$ cat src/rtl/gpoll_pkg.sv
package gpoll_pkg;

  // Phase of the short-fault handling
  typedef enum logic [1:0] {
    GP_DRIVE = 2'd0,  // no fault: PWM passes through
    GP_REST  = 2'd1,  // fault: gate held off
    GP_PROBE = 2'd2   // fault: short test window
  } gp_state_e;

  function automatic int unsigned gp_cnt_width(input int unsigned max_count);
    return (max_count > 1) ? $clog2(max_count) : 1;
  endfunction

endpackage

$ cat src/rtl/gp_rst_sync.sv
module gp_rst_sync #(
  parameter int unsigned STAGES = 2
) (
  input  logic clk,
  input  logic rst_n,
  output logic rst_sync_n
);

  logic [STAGES-1:0] chain_q;
  logic [STAGES-1:0] chain_d;

  always_comb begin
    chain_d = {chain_q[STAGES-2:0], 1'b1};
  end

  always_ff @(posedge clk or negedge rst_n) begin
    if (!rst_n) begin
      chain_q <= '0;
    end else begin
      chain_q <= chain_d;
    end
  end

  assign rst_sync_n = chain_q[STAGES-1];

endmodule

$ cat src/rtl/gp_tick_gen.sv
module gp_tick_gen #(
  parameter int unsigned PRESCALE = 2
) (
  input  logic clk,
  input  logic rst_n,
  input  logic run,
  output logic tick
);

  localparam int unsigned PW = gpoll_pkg::gp_cnt_width(PRESCALE);
  localparam logic [PW-1:0] PRE_LAST = PW'(PRESCALE - 1);

  logic [PW-1:0] pre_q;
  logic [PW-1:0] pre_d;
  logic          pre_en;

  generate
    if (PRESCALE == 1) begin : g_direct
      assign tick = run;
      always_comb begin
        pre_d  = '0;
        pre_en = 1'b0;
      end
    end else begin : g_divided
      assign tick = run && (pre_q == PRE_LAST);
      always_comb begin
        pre_en = run || (pre_q != '0);
        if (!run || tick) begin
          pre_d = '0;
        end else begin
          pre_d = pre_q + 1'b1;
        end
      end
    end
  endgenerate

  always_ff @(posedge clk or negedge rst_n) begin
    if (!rst_n) begin
      pre_q <= '0;
    end else if (pre_en) begin
      pre_q <= pre_d;
    end
  end

  assert_pre_range_R4: assert property (@(posedge clk) disable iff (!rst_n)
    pre_q <= PRE_LAST);

  assert_pre_idle_R8: assert property (@(posedge clk) disable iff (!rst_n)
    !$past(run) |-> pre_q == '0);

endmodule

$ cat src/rtl/gp_poll_fsm.sv
module gp_poll_fsm
  import gpoll_pkg::*;
#(
  parameter int unsigned PULSE_TICKS  = 2,
  parameter int unsigned PERIOD_TICKS = 128
) (
  input  logic clk,
  input  logic rst_n,
  input  logic short_flt,
  input  logic tick,
  output logic run,
  output logic probe_open
);

  localparam int unsigned REST_TICKS = PERIOD_TICKS - PULSE_TICKS;
  localparam int unsigned MAX_TICKS  = (REST_TICKS > PULSE_TICKS) ? REST_TICKS : PULSE_TICKS;
  localparam int unsigned CW         = gp_cnt_width(MAX_TICKS);
  localparam logic [CW-1:0] REST_LAST  = CW'(REST_TICKS - 1);
  localparam logic [CW-1:0] PULSE_LAST = CW'(PULSE_TICKS - 1);

  gp_state_e     st_q, st_d;
  logic [CW-1:0] cnt_q, cnt_d;
  logic          adv;

  // clock enable: idle waits for the fault, polling phases move on ticks
  always_comb begin
    adv = (st_q == GP_DRIVE) ? short_flt : tick;
  end

  always_comb begin
    st_d  = st_q;
    cnt_d = cnt_q;
    unique case (st_q)
      GP_DRIVE: begin
        st_d  = GP_REST;
        cnt_d = '0;
      end
      GP_REST: begin
        if (cnt_q == REST_LAST) begin
          st_d  = GP_PROBE;
          cnt_d = '0;
        end else begin
          cnt_d = cnt_q + 1'b1;
        end
      end
      GP_PROBE: begin
        if (cnt_q == PULSE_LAST) begin
          st_d  = short_flt ? GP_REST : GP_DRIVE;
          cnt_d = '0;
        end else begin
          cnt_d = cnt_q + 1'b1;
        end
      end
      default: begin
        st_d  = GP_DRIVE;
        cnt_d = '0;
      end
    endcase
  end

  always_ff @(posedge clk or negedge rst_n) begin
    if (!rst_n) begin
      st_q  <= GP_DRIVE;
      cnt_q <= '0;
    end else if (adv) begin
      st_q  <= st_d;
      cnt_q <= cnt_d;
    end
  end

  assign run        = (st_q != GP_DRIVE);
  assign probe_open = (st_q == GP_DRIVE) || (st_q == GP_PROBE);

  assert_rest_entry_R2: assert property (@(posedge clk) disable iff (!rst_n)
    (st_q == GP_DRIVE && short_flt) |=> (st_q == GP_REST && cnt_q == '0));

  assert_probe_after_rest_R3: assert property (@(posedge clk) disable iff (!rst_n)
    (st_q == GP_PROBE && $past(st_q) != GP_PROBE) |-> $past(st_q) == GP_REST);

  assert_cnt_range_R4: assert property (@(posedge clk) disable iff (!rst_n)
    (st_q == GP_REST |-> cnt_q <= REST_LAST) and (st_q == GP_PROBE |-> cnt_q <= PULSE_LAST));

  assert_rest_holds_R5: assert property (@(posedge clk) disable iff (!rst_n)
    (st_q == GP_REST && !(tick && cnt_q == REST_LAST)) |=> st_q == GP_REST);

  assert_exit_clear_R6: assert property (@(posedge clk) disable iff (!rst_n)
    (st_q == GP_DRIVE && $past(st_q) == GP_PROBE) |-> !$past(short_flt));

  assert_entry_fresh_R8: assert property (@(posedge clk) disable iff (!rst_n)
    (st_q == GP_REST && $past(st_q) == GP_DRIVE) |-> cnt_q == '0);

endmodule

$ cat src/rtl/gate_poll_ctrl.sv
module gate_poll_ctrl #(
  parameter int unsigned PRESCALE     = 2,
  parameter int unsigned PULSE_TICKS  = 2,
  parameter int unsigned PERIOD_TICKS = 128,
  parameter int unsigned SYNC_STAGES  = 2
) (
  input  logic clk,
  input  logic rst_n,
  input  logic pwm_cmd,
  input  logic short_flt,
  input  logic ld_clear,
  output logic gate_en
);

  logic rst_sync_n;
  logic run;
  logic tick;
  logic probe_open;

  gp_rst_sync #(
    .STAGES(SYNC_STAGES)
  ) u_rst (
    .clk       (clk),
    .rst_n     (rst_n),
    .rst_sync_n(rst_sync_n)
  );

  gp_tick_gen #(
    .PRESCALE(PRESCALE)
  ) u_tick (
    .clk  (clk),
    .rst_n(rst_sync_n),
    .run  (run),
    .tick (tick)
  );

  gp_poll_fsm #(
    .PULSE_TICKS (PULSE_TICKS),
    .PERIOD_TICKS(PERIOD_TICKS)
  ) u_fsm (
    .clk       (clk),
    .rst_n     (rst_sync_n),
    .short_flt (short_flt),
    .tick      (tick),
    .run       (run),
    .probe_open(probe_open)
  );

  // final enable: command AND probe stage AND load-dump kill
  assign gate_en = pwm_cmd & probe_open & ld_clear;

  assert_reset_idle_R9: assert property (@(posedge clk)
    !rst_sync_n |=> probe_open);

  assert_ld_kill_R7: assert property (@(posedge clk) disable iff (!rst_sync_n)
    !ld_clear |-> !gate_en);

endmodule

$ cat config.mk
export PLATFORM = sky130hd
export DESIGN_NAME = gate_poll_ctrl
export DESIGN_NICKNAME = d
export VERILOG_FILES = /design/src/rtl/gpoll_pkg.sv /design/src/rtl/gp_rst_sync.sv /design/src/rtl/gp_tick_gen.sv /design/src/rtl/gp_poll_fsm.sv /design/src/rtl/gate_poll_ctrl.sv
export SDC_FILE = /design/constraint.sdc
export NUM_CORES = 1
export LEC_CHECK = 0
export ABC_AREA = 0
export CAP_MARGIN = 10
export CORE_AREA = 2 2 40 42
export CTS_BUF_LIST = sky130_fd_sc_hd__clkbuf_8
export DETAILED_ROUTE_END_ITERATION = 16
export DIE_AREA = 0 0 42 44
export GPL_TIMING_DRIVEN = 0
export PLACE_DENSITY = 0.76
export RECOVER_POWER = 100
export SYNTH_ARGS = -nofsm -noshare
export SYNTH_HDL_FRONTEND = slang
export SYNTH_SLANG_ARGS = --single-unit
$ cat constraint.sdc
create_clock -name clk -period 0.9 [get_ports clk]
set_input_delay 0.09 -clock clk [delete_from_list [all_inputs] [get_ports clk]]
set_output_delay 0.09 -clock clk [all_outputs]
set_load 0.03 [all_outputs]
==> results.md, run 1 <==
* Tcrit/Tclk final at 183%
* Failing checks: setup timing
* Peak Freq at just over 600 MHz
* Status: complete, but fails checks
* Mapped Nets at between 70 and 80
* Critical-path cell list: nor4_2 > nand3_1 > a221o_1 > mux2_4
* DR vias/cell at around 5.6
* Startpoint type of the worst setup path: flip-flop
* Placer's final routability congestion estimate at 0.822
* Root Buffer: clkbuf_8
* Required time of the critical path at 1.02 ns
* CP max stage cell: dfrtp_1
* GR Util All Layers at 17.5%
* Yosys cell types at 23
* Later-pin clock latency in the skew report at 0.24 ns
* # fillers at 114
* Post-Route WL at around 1300 µm
* Final setup fails at 11
* Largest delay share family, worst path: simple AND/OR/NAND/NOR gates
* Die W at 42 µm
* Flops & latches, synth at 12
* Unrepaired setup endpoints after global routing: true
* Clk sinks at 12
* Crit path buf inv count at 0
* DR pass1 iterations at 4
* Total CTS buffers at 3
* Skew final at 0.00192 ns
* Fin crit period at between 1.5 and 2 ns
* Starting density of the core at between 40% and 50%
* DIE AREA at ~0.0018 mm²
* CTS tree: done
* H-tree levels at 1
* Max incr delay on CP at about 0.40 ns
* Sequential area share after synthesis at 44.9%
* Share of layout cells above drive strength 1 at 27.2%
* Initial antenna violation count at 0
* Hold WC Path Type: in -> async
* Clk buf depth at 2
* Routed wire per std cell at 13.9 µm
* Final Max Tran Viols at 0
* Max-Cap Viols at 0
* Gr ovfl total at 0
* Drt drc at 0
* Core area at 0.00142 mm²
* Power consumption at 2.64 mW
* Yosys Warn Count at 0
* Die Ht at 44 µm
* Antenna viol nets, final at 0
* Post-synth top area share at 44.9%
* Fin nets at 94
* Synthesis-to-layout area growth at 33.5%
* Hpwl dp at 875 µm
* Grt met1 use at 18.6%
* Met2 Use GR at between 30% and 40%
* Post-synth top area cell: dfrtp_1
* Critical path class: reg -> reg
* First-pass GRT wire length at 2260 µm
* Largest net degree at the start of global routing at 11
* Ports at 6
* Final setup margin at -0.749 ns
* Area contributors post-synth: dfrtp_1 (45%), ha_1 (11%), xnor2_1 (5.2%)
* Met3 Resource Use GR at 4.17%
* Syn Area/Cell at a little over 10 µm²
* Final Hold Vio Count at 0
* Pwr Density at 2960 mW/mm²
* GRT Max-Usage Layer: met2
* Leakage at 0.395 nW
* N_diodes at 0
* Setup TNS at -6.52 ns
* Count of input and output buffers at 5
* Crit Path Max Fanout at 3
* Vias at 540
* Post-Syn Area at 668 µm²
* Hold_buf cts at 0
* Clk slew on worst S/H paths at ~0.05 ns
* 1st-iter DRT viols at 4
* FP Rows at 14
* CP endpoint kind: flip-flop
* Worst vdd rail ir drop at 0.00143 V
* Mapped Cells at 66
* WP data arrival at 1.77 ns
* Vias in the first global route at about 540
## layer usage
| layer | share of wire (%) | vias to the layer above | wire (µm) |
|---|---|---|---|
| met3 | 4.8 | 5 | 65 |
| met5 | 0 | - | 0 |
| met2 | 48 | 15 | 642 |
| met4 | 3.0 | 0 | 41 |
| li1 | - | 265 | - |
| met1 | 44 | 255 | 600 |
## worst register-to-register path: cells and delay by family, from the launching register on
family	cells	cell delay, ns
flip-flops	1	0.40
AND/OR/NAND/NOR	2	0.45
AO/OA/AOI/OAI	1	0.36
multiplexers	1	0.32
## cell usage after synthesis
cell        n
nand3_1     2
xnor2_1     4
o311ai_0    1
o211a_1     1
a31oi_1     2
nor4_1      2
o31ai_1     1
a221o_1     1
o2111ai_1   1
conb_1      1
mux2_1      2
nand2_1     9
dfrtp_1    12
mux2i_1     1
ha_1        6
nor4_2      1
a21oi_1     5
nor3_1      2
nor2_1      3
and4_1      1
inv_1       5
mux2_2      1
o21ai_0     2
## area by class of cell
cell class | count | area [µm²] | share of cell area (%)
Inverter | 5 | 18.8 | 2.10
Tap cell | 16 | 20.0 | 2.24
Sequential cell | 12 | 300 | 33.7
Multi-Input combinational cell | 49 | 407 | 45.6
Clock buffer | 3 | 41.3 | 4.63
Timing Repair Buffer | 12 | 105 | 11.8
## registers in the layout (all words and copies together), names as in the netlist
name	count
u_fsm.cnt_q	7
u_fsm.st_q	2
u_rst.chain_q	2
u_tick.pre_q	1
## what timing repair did
item | CTS | global route
resized for setup | 8 | 9
setup endpoints to repair | 10 | 11
pin swaps | 3 | 0
setup buffers | 5 | 2
## power breakdown
part / internal [mW] / total, mW / switching, mW
registers: 0.645 / 0.756 / 0.112
clock network: 0.293 / 0.473 / 0.179
logic: 0.727 / 1.41 / 0.687
total: 1.67 / 2.64 / 0.978
## cell usage in the layout (no fill, tap or decap), types with 3 or more instances in the layout
master	n
inv_1	3
clkdlybuf4s50_1	3
xnor2_1	4
clkbuf_8	3
ha_1	5
nand2_1	9
buf_4	5
dfrtp_1	12
a21oi_1	5
mux2_4	3
## path summary, 6_finish.rpt
| path | from | to | slack [ns] | depth (start not counted) |
|---|---|---|---|---|
| setup / recovery | u_fsm.cnt_q[3] | u_fsm.st_q[0] | -0.75 | 4 |
| hold / removal | rst_n | u_rst.chain_q[0] | 0.08 | 1 |
| setup reg to reg | u_fsm.cnt_q[3] | u_fsm.st_q[0] | -0.75 | 4 |
| hold reg to reg | u_rst.chain_q[1] | u_fsm.cnt_q[5] | 0.16 | 0 |
| max in group asynchronous | u_rst.chain_q[1] | u_fsm.cnt_q[1] | 0.45 | 0 |
| min in group clk | u_rst.chain_q[0] | u_rst.chain_q[1] | 0.35 | 0 |
## logic make-up after synthesis
kind of cell | after synthesis | synth area share [%]
flip-flops | 12 | 44.9
buffers and inverters | 5 | 2.81
multiplexers | 4 | 6.55
other | 1 | 0.561
AO/OA/AOI/OAI | 14 | 13.9
adder cells (fa/ha/maj) | 6 | 11.2
AND/OR/NAND/NOR | 20 | 14.8
XOR/XNOR | 4 | 5.24
## metrics by stage
stage	instances	hold slack, ns	instance area, µm²	util, %	worst slack (ns)
after floorplan	66	-0.206	693	-	-0.661
after global placement	87	0.172	763	53.8	-0.777
after detailed placement	87	0.170	763	53.8	-0.804
after CTS	95	0.0131	857	60.4	-0.723
after global routing	97	0.0891	892	62.9	-0.797
final	97	0.0828	892	62.9	-0.749
Power figures use the tool's default switching activity.
==> run 2: changes to the inputs <==
--- a/config.mk
+++ b/config.mk
@@ -7,12 +7,12 @@
 export LEC_CHECK = 0
 export ABC_AREA = 0
 export CAP_MARGIN = 10
-export CORE_AREA = 2 2 40 42
+export CORE_AREA = 3 3 41 43
 export CTS_BUF_LIST = sky130_fd_sc_hd__clkbuf_8
 export DETAILED_ROUTE_END_ITERATION = 16
-export DIE_AREA = 0 0 42 44
+export DIE_AREA = 0 0 44 46
 export GPL_TIMING_DRIVEN = 0
-export PLACE_DENSITY = 0.76
+export PLACE_DENSITY = 0.7
 export RECOVER_POWER = 100
 export SYNTH_ARGS = -nofsm -noshare
 export SYNTH_HDL_FRONTEND = slang
==> results.md, run 2 (same netlist as run 1, synthesis figures left out) <==
* Share of layout cells above drive strength 1 at between 30% and 40%
* Placed insts at between 80 and 90
* Starting density of the core at 50.1%
* CP max stage cell: dfrtp_1
* Die W at 44 µm
* DIE AREA at 0.00202 mm²
* Max-Cap Viols at 0
* Dpl ws at -0.796 ns
* Leakage at 0.388 nW
* Fin nets at 94
* Die Ht at 46 µm
* Antenna viol nets, final at 0
* Reg with most FFs: u_fsm.cnt_q
* Finished Core Util at 68.8%
* DR pass1 iterations at 4
* Cell Count, Final, Fillers Out at 96
* Crit Path Max Fanout at 3
* # fillers at 111
* Core area at 0.00133 mm²
* Largest delay share family, worst path: simple AND/OR/NAND/NOR gates
* CTS tree: done
* Met1 Routed Length at 602 µm
* N_diodes at 0
* Routed wire per std cell at 14.4 µm
* Clk buf depth at 2
* Worst vdd rail ir drop at 0.00153 V
* Required time of the critical path at 1.01 ns
* Final setup fails at 11
* Final Hold Vio Count at 0
* Vias at 539
* H-tree levels at 1
* Largest net degree at the start of global routing at 11
* Final Max Tran Viols at 0
* Fin crit period at 1.64 ns
* Total CTS buffers at 3
* Later-pin clock latency in the skew report at 0.23 ns
* Clk sinks at 12
* Failing checks: setup timing
* Root Buffer: clkbuf_8
* Power consumption at between 2 and 3 mW
* Synthesis-to-layout area growth at 37.3%
* Top Registers: u_fsm.cnt_q x7, u_fsm.st_q x2, u_rst.chain_q x2
* Crit path buf inv count at 0
* Gr ovfl total at 0
* Max incr delay on CP at 0.40 ns
* Hold_buf cts at 0
* Placer's final routability congestion estimate at 0.768
* Hold WC Path Type: in -> async
* Drt drc at 0
* GR Util All Layers at 16.4%
* DR vias/cell at 5.61
* CP endpoint kind: flip-flop
* Tcrit/Tclk final at 182%
* Final setup margin at -0.739 ns
* Vias in the first global route at between 500 and 600
* Status: complete, but fails checks
* Ports at 6
* Met2 WL post-DR at a little over 700 µm
* Commonest non-fill, non-tap cell in the layout: dfrtp_1
* Pwr Density at ~2800 mW/mm²
* Most frequent cells in the layout: dfrtp_1 (12), nand2_1 (9), a21oi_1 (5), ha_1 (5), buf_4 (5)
* Peak Freq at 610 MHz
* Critical path class: reg -> reg
* Initial antenna violation count at 0
* Hpwl dp at approximately 900 µm
* Clk slew on worst S/H paths at roughly 0.050 ns
* Startpoint type of the worst setup path: flip-flop
* Count of input and output buffers at 5
* FP Rows at 13
* Unrepaired setup endpoints after global routing: true
* 1st-iter DRT viols at 13
* First-pass GRT wire length at 2330 µm
* Post-Route WL at 1380 µm
* WL met3 at ~44 µm
* Skew final at 0.00174 ns
* WP data arrival at 1.75 ns
* Critical-path cell list: nor4_2 > nand3_1 > a221o_1 > mux2_1
* Largest register FFs at 7
* Top Layer Used: met4
-- run 2: cell count changes in the layout (fill, tap and decap cells not counted), sizes merged --
cell / change
clkdlybuf4s15: +1
buf: -1
-- run 2: per-stage QoR --
step / hold WS, ns / area, µm² / TNS, ns
final: 0.0832 / 917 / -6.29
after global routing: 0.0762 / 917 / -7.36
after CTS: 0.00962 / 917 / -6.24
after detailed placement: 0.182 / 762 / -6.86
after global placement: 0.175 / 762 / -6.61
after floorplan: -0.206 / 693 / -4.83
-- run 2: layout make-up --
type,count,area (µm²),share of cell area (%)
clock buffer,3,41.3,4.50
inverter,5,18.8,2.05
multi-input combinational,49,427,46.5
sequential,12,300,32.7
tap,15,18.8,2.05
timing repair buffer,12,111,12.1
-- run 2: worst register-to-register path, delay by kind of cell (launching register included) --
kind            cells  cell delay [ns]
simple gates        2             0.45
compound gates      1             0.33
flops               1             0.40
mux                 1             0.32
-- run 2: worst paths after layout --
kind | startpoint | to | slack, ns | depth (start not counted)
max reg2reg | u_fsm.cnt_q[3] | u_fsm.st_q[1] | -0.74 | 4
min in group clk | u_rst.chain_q[0] | u_rst.chain_q[1] | 0.35 | 0
max | u_fsm.cnt_q[3] | u_fsm.st_q[1] | -0.74 | 4
min reg2reg | u_rst.chain_q[1] | u_fsm.cnt_q[5] | 0.17 | 0
max in group asynchronous | u_rst.chain_q[1] | u_fsm.st_q[1] | 0.44 | 0
min | rst_n | u_rst.chain_q[0] | 0.08 | 1
-- run 2: what timing repair did --
item	CTS	global route
setup buffers	7	0
resized for setup	16	0
pin swaps	5	2
endpoints found under the setup margin	10	11
-- run 2: where the power goes --
part           switching, mW  internal [mW]  total (mW)
Combinational          0.676          0.669        1.34
Sequential             0.110          0.644       0.754
Clock                  0.174          0.293       0.467
-- run 2: per-layer routing --
metal,vias up,global-route usage (%)
li1,269,-
met5,-,0
met3,2,2.37
met1,260,18.8
met4,0,10.8
met2,8,28.2
